### src/rtl/i2c_recov_pkg.sv
package i2c_recov_pkg;

  typedef enum logic [2:0] {
    RS_IDLE,
    RS_PULSE_LO,
    RS_PULSE_HI,
    RS_STOP_LO,
    RS_STOP_DATA,
    RS_STOP_SETUP,
    RS_STOP_REL
  } rec_state_e;

  // SCL is pulled low in the pulse low phase and the first two STOP phases
  function automatic logic drives_scl(input rec_state_e st);
    return (st == RS_PULSE_LO) || (st == RS_STOP_LO) || (st == RS_STOP_DATA);
  endfunction

  // SDA is pulled low only while the STOP condition is being set up
  function automatic logic drives_sda(input rec_state_e st);
    return (st == RS_STOP_DATA) || (st == RS_STOP_SETUP);
  endfunction

  // another pulse is allowed while fewer than the limit have been issued
  function automatic logic more_pulses(input int unsigned issued, input int unsigned limit);
    return issued < limit;
  endfunction

endpackage

### src/rtl/line_sync.sv
module line_sync #(
  parameter int STAGES = 2
) (
  input  logic clk,
  input  logic rst_n,
  input  logic d,
  output logic q
);
  logic [STAGES-1:0] sh;

  generate
    if (STAGES == 1) begin : g_one
      always_ff @(posedge clk or negedge rst_n)
        if (!rst_n) sh <= 1'b1;
        else        sh <= d;
    end else begin : g_many
      always_ff @(posedge clk or negedge rst_n)
        if (!rst_n) sh <= '1;
        else        sh <= {sh[STAGES-2:0], d};
    end
  endgenerate

  assign q = sh[STAGES-1];
endmodule

### src/rtl/done_flag.sv
module done_flag (
  input  logic clk,
  input  logic rst_n,
  input  logic set,
  input  logic clr,
  output logic done
);
  always_ff @(posedge clk or negedge rst_n)
    if (!rst_n)   done <= 1'b0;
    else if (set) done <= 1'b1;
    else if (clr) done <= 1'b0;


  clear_takes_chk: assert property (@(posedge clk) disable iff (!rst_n)
    (clr && !set) |=> !done);

  sticky_chk: assert property (@(posedge clk) disable iff (!rst_n)
    (!clr && !set) |=> $stable(done));
endmodule

### src/rtl/recov_fsm.sv
module recov_fsm
  import i2c_recov_pkg::*;
#(
  parameter int MAX_PULSES = 8
) (
  input  logic clk,
  input  logic rst_n,
  input  logic start_req,
  input  logic tick,
  input  logic sda_ok,
  output logic scl_drv,
  output logic sda_drv,
  output logic finish,
  output logic idle
);
  localparam int CW = $clog2(MAX_PULSES + 1);

  rec_state_e      state, state_nxt;
  logic [CW-1:0]   cnt, cnt_nxt;

  always_comb begin
    state_nxt = state;
    cnt_nxt   = cnt;
    finish    = 1'b0;
    unique case (state)
      RS_IDLE: if (start_req) begin
        if (sda_ok) state_nxt = RS_STOP_LO;
        else begin
          state_nxt = RS_PULSE_LO;
          cnt_nxt   = CW'(1);
        end
      end
      RS_PULSE_LO: if (tick) state_nxt = RS_PULSE_HI;
      RS_PULSE_HI: if (tick) begin
        if (sda_ok) state_nxt = RS_STOP_LO;
        else if (more_pulses(int'(cnt), MAX_PULSES)) begin
          state_nxt = RS_PULSE_LO;
          cnt_nxt   = cnt + CW'(1);
        end else begin
          state_nxt = RS_IDLE;
          finish    = 1'b1;
        end
      end
      RS_STOP_LO:    if (tick) state_nxt = RS_STOP_DATA;
      RS_STOP_DATA:  if (tick) state_nxt = RS_STOP_SETUP;
      RS_STOP_SETUP: if (tick) state_nxt = RS_STOP_REL;
      RS_STOP_REL: if (tick) begin
        state_nxt = RS_IDLE;
        finish    = 1'b1;
      end
      default: state_nxt = RS_IDLE;
    endcase
  end

  always_ff @(posedge clk or negedge rst_n)
    if (!rst_n) begin
      state   <= RS_IDLE;
      cnt     <= '0;
      scl_drv <= 1'b0;
      sda_drv <= 1'b0;
    end else begin
      state   <= state_nxt;
      cnt     <= cnt_nxt;
      scl_drv <= drives_scl(state_nxt);
      sda_drv <= drives_sda(state_nxt);
    end

  assign idle = (state == RS_IDLE);


  tick_paced_chk: assert property (@(posedge clk) disable iff (!rst_n)
    (!idle && !tick) |=> $stable(state));

  pulse_limit_chk: assert property (@(posedge clk) disable iff (!rst_n)
    cnt <= CW'(MAX_PULSES));

  stop_order_chk: assert property (@(posedge clk) disable iff (!rst_n)
    $fell(sda_drv) |-> !scl_drv);

  done_after_release_chk: assert property (@(posedge clk) disable iff (!rst_n)
    finish |-> !sda_drv);
endmodule

### src/rtl/i2c_bus_recovery.sv
module i2c_bus_recovery #(
  parameter int MAX_PULSES  = 8,
  parameter int SYNC_STAGES = 2
) (
  input  logic clk,
  input  logic rst_n,
  input  logic recover_cmd,
  input  logic xfer_busy,
  input  logic tick,
  input  logic scl_in,
  input  logic sda_in,
  input  logic done_clr,
  output logic scl_drive_low,
  output logic sda_drive_low,
  output logic recover_done,
  output logic scl_sts,
  output logic sda_sts
);
  logic start_req;
  logic finish;
  logic fsm_idle;

  line_sync #(.STAGES(SYNC_STAGES)) u_scl_sync (
    .clk(clk), .rst_n(rst_n), .d(scl_in), .q(scl_sts));
  line_sync #(.STAGES(SYNC_STAGES)) u_sda_sync (
    .clk(clk), .rst_n(rst_n), .d(sda_in), .q(sda_sts));

  assign start_req = recover_cmd && !xfer_busy;

  recov_fsm #(.MAX_PULSES(MAX_PULSES)) u_fsm (
    .clk(clk), .rst_n(rst_n), .start_req(start_req), .tick(tick),
    .sda_ok(sda_sts), .scl_drv(scl_drive_low), .sda_drv(sda_drive_low),
    .finish(finish), .idle(fsm_idle));

  done_flag u_done (
    .clk(clk), .rst_n(rst_n), .set(finish), .clr(done_clr),
    .done(recover_done));


  busy_blocks_chk: assert property (@(posedge clk) disable iff (!rst_n)
    (fsm_idle && recover_cmd && xfer_busy) |=> (fsm_idle && !scl_drive_low));
endmodule

### config.mk
export PLATFORM = sky130hd
export DESIGN_NAME = i2c_bus_recovery
export DESIGN_NICKNAME = d
export VERILOG_FILES = /design/src/rtl/i2c_recov_pkg.sv /design/src/rtl/line_sync.sv /design/src/rtl/done_flag.sv /design/src/rtl/recov_fsm.sv /design/src/rtl/i2c_bus_recovery.sv
export SDC_FILE = /design/constraint.sdc
export NUM_CORES = 1
export LEC_CHECK = 0
export ABC_AREA = 1
export BUFFER_PORTS_ARGS = -buffer_cell sky130_fd_sc_hd__buf_2
export CAP_MARGIN = 20
export CORE_MARGIN = 1.5
export CORE_UTILIZATION = 35
export CTS_CLUSTER_SIZE = 10
export DETAILED_ROUTE_END_ITERATION = 8
export PLACE_DENSITY_LB_ADDON = 0.25
export SKIP_LAST_GASP = 1
export SLEW_MARGIN = 20
export SYNTH_ARGS = -nofsm -noshare
export SYNTH_HDL_FRONTEND = slang
export SYNTH_SLANG_ARGS = --single-unit
### constraint.sdc
create_clock -name clk -period 1.6 [get_ports clk]
set_input_delay 0.16 -clock clk [delete_from_list [all_inputs] [get_ports clk]]
set_output_delay 0.16 -clock clk [all_outputs]
set_load 0.02 [all_outputs]
==> run summary <==
The flow ran to the end, and the final reports show no timing, DRC or antenna violations. For the number of inserted diodes, the log shows 0. The die boundary width was 47.7 µm. The min-delay analysis places its worst path in the category primary input to register. The worst endpoint required time was 1770 ps. The clock-pin slew of the registers on the worst-case setup and hold paths is 90 ps, and the first-pass GRT wire length is 1960 µm.

The layer with the highest usage is met1. The global routing usage on met2 was 14.7%; the half-perimeter wire length of the detailed placement result was 941 µm. Critical path's most frequent cell: sky130_fd_sc_hd__o21ai_1. For the count of antenna-violating nets left after detailed routing, the log shows 0. In the layout the commonest cells are 24 x sky130_fd_sc_hd__nand2_1, 12 x sky130_fd_sc_hd__buf_2, 10 x sky130_fd_sc_hd__dfrtp_1. The slew at the pin closest to its max-slew limit came out at 314 ps. In this run the core area contains 16 standard-cell rows. The clock drives 14 sinks. Counting along the longest clock path gives a buffer depth of 2. Walking the worst path, the cells encountered are nor2_2 -> nand3_2 -> inv_2 -> nor2_4 -> o21ai_1 -> o21ai_1. The initial core utilization was 36.5%. The logs give 828 µV for the maximum resistive drop on vdd and 12.8% for the global-route total usage across every layer.

The synthesized area per cell was 8.34 µm²; the post-route DRC violation count was 0. 13 I/O pins were placed. The clock skew was 12.6 ps; the vertical die dimension was 47.7 µm. Setup repair after global routing left no endpoint under its margin. The number of setup buffers added after CTS is 0.

The highest achievable clock rate came out at 786 MHz. The via count of the first global-routing pass was 473. Cell area after layout: 861 µm². The logs give 93 for the number of nets in the synthesized netlist and 79.1% for the relative max-transition margin. Summing all multi-input logic gate instances after layout gives 294 µm².

Cell area reported after detailed placement: 795 µm². Dividing the detail-routed wire length by the instance count gives 9.39 µm. The core region is 0.00192 mm². Sequential elements use 50.7% of the synthesized area.

Entering global routing, the biggest net connects 15 pins. In the synthesized netlist, the number of instances is 84. For the worst-skew pair, the clock arrives at the later sink with an insertion delay of 290 ps. The number of placed instances, taps included, is 123. The finished layout holds 130 standard cells, fillers aside. The synthesized cell area was 701 µm². TritonCTS built the clock tree. The floorplan step defined a die boundary enclosing 0.00228 mm². The number of I/O port buffers came out at 12. The largest individual stage delay along the critical path comes from the cell sky130_fd_sc_hd__dfrtp_1. The analysis attributes to cell leakage a power of 0.000446 µW.

The count of H-tree levels built during CTS was 1; the final weighted congestion in routability-driven placement was 0.861. The shortest clock period the worst path allows after layout was 1270 ps; the count of nets after finishing was 113. Clock tree synthesis inserted a total of 3 buffers. The share of final-layout standard cells stronger than drive strength 1 is 34.0%. Of the available clock period, the critical path in the final layout requires 79.5%. The logs give 4 for the number of detailed-routing iterations run before antenna repair and 0 for the total congestion overflow after global routing. Classification of the worst setup path: register to register. For the final hold slack, the log shows 45.2 ps. For met1 alone, demand over resource in global routing was 19.5%. Maximum single-stage delay on the critical path: 450 ps. The worst setup path is captured at a register. The number of max-cap violations is 0, and the number of fill cells in the layout is 192. The initial antenna violation count was 0; the total vias in the final route was 570. The most common cell after layout, fill and taps aside was sky130_fd_sc_hd__nand2_1. For the final routed database, the setup TNS stands at 0 ps.

The run gives 11 as the detailed router's first-iteration violation count. The number of slew-limit violations in the final report is 0. Final setup violation count: 0. Of all nets on the critical path, the largest fanout is 6.

For this design the ratio of total power to cell area is 1590 mW/mm². The post-detailed-routing wire length is 1220 µm, and the hold violation count in the final report is 0. The count of distinct cell types in the synthesized netlist is 20, and the per-cell via count in the routed design is 4.38.

The sequential standard cell area is 355 µm², and the number of synthesized register bits is 14. In the global route stage, met3 resource usage came out at 4.53%. The tree is rooted in a sky130_fd_sc_hd__clkbuf_4. Startpoint type of the worst setup path: a register.

The logs give 1440 ps for the worst endpoint data arrival time and 0 for the count of warnings emitted by yosys. Relative to the synthesized area, the layout overhead comes to 22.9%.
state kept, by name (all words and copies together), names as in the netlist:
register	flops
u_sda_sync.sh	2
u_fsm.scl_drv	1
u_scl_sync.sh	2
u_fsm.sda_drv	1
u_fsm.cnt	4
u_fsm.state	3
u_done.done	1
final timing paths:
check / cells after the start / end / slack [ps] / start
worst max-delay path: 6 / u_fsm.cnt[0] / 330 / u_fsm.state[0]
worst min-delay path: 2 / u_done.done / 50 / done_clr
worst max register to register: 6 / u_fsm.cnt[0] / 330 / u_fsm.state[0]
worst min register to register: 0 / u_sda_sync.sh[1] / 360 / u_sda_sync.sh[0]
max in group asynchronous: 2 / u_scl_sync.sh[0] / 1020 / rst_n
min in group asynchronous: 2 / u_done.done / 280 / rst_n
metal layers:
metal  wire (µm)  up-vias
met4          21        0
li1            -      298
met5           0        -
met1         670      258
met3          36        4
met2         493       10
cells by family after synthesis:
kind of cell               synth area share, %
xor gates and xnor gates                  2.50
DFF                                       50.7
adders and majority gates                 1.79
and+or+nand+nor                           31.3
AOI/OAI and AO/OA                         6.43
buffers and inverters                     7.32
stage by stage:
stage / total power [µW] / setup WS, ps / util, %
finish: 1370 / 328 / 44.8
global route: 1490 / 221 / 44.8
CTS: 1380 / 340 / 44.8
detailed placement: 1110 / 358 / 41.3
global placement: 1120 / 398 / 41.3
floorplan: 981 / 426 / -
critical path: cells and delay by family (launching register included):
| kind | cells | cell delay (ps) |
|---|---|---|
| DFF | 1 | 450 |
| AOI/OAI and AO/OA | 2 | 140 |
| and+or+nand+nor | 3 | 450 |
| buffers and inverters | 1 | 100 |
where the power goes:
| group | switching [µW] | internal [µW] | leakage (µW) |
|---|---|---|---|
| Clock | 115 | 139 | 0.0000210 |
| Combinational | 352 | 200 | 0.000254 |
| Sequential | 103 | 458 | 0.000170 |
| Total | 571 | 796 | 0.000446 |
Yosys cell counts, drive strengths merged:
cell     n  share of area, %
xnor2    1               1.3
ha       1               1.8
xor2     1               1.3
nor2    11               8.0
nand2   25                14
dfrtp   10                36
o21ai    6               5.4
inv     13               7.3
o211ai   1               1.1
dfstp    4                15
nand4    1              0.89
nand3   10               8.6
layout make-up:
cell class / instances / share of cell area (%)
clock buffer: 4 / 4.22
inverter: 13 / 5.96
multi-input combinational: 57 / 34.2
sequential: 14 / 41.3
timing repair buffer: 15 / 10.5
tap: 27 / 3.92
what timing repair did:
| action | 4_1_cts | 5_1_grt |
|---|---|---|
| setup endpoints to repair | 0 | 0 |
| hold endpoints to repair | 12 | 0 |
| gates resized for setup | 0 | 0 |
| hold buffers | 3 | 0 |
Power figures use the tool's default switching activity.
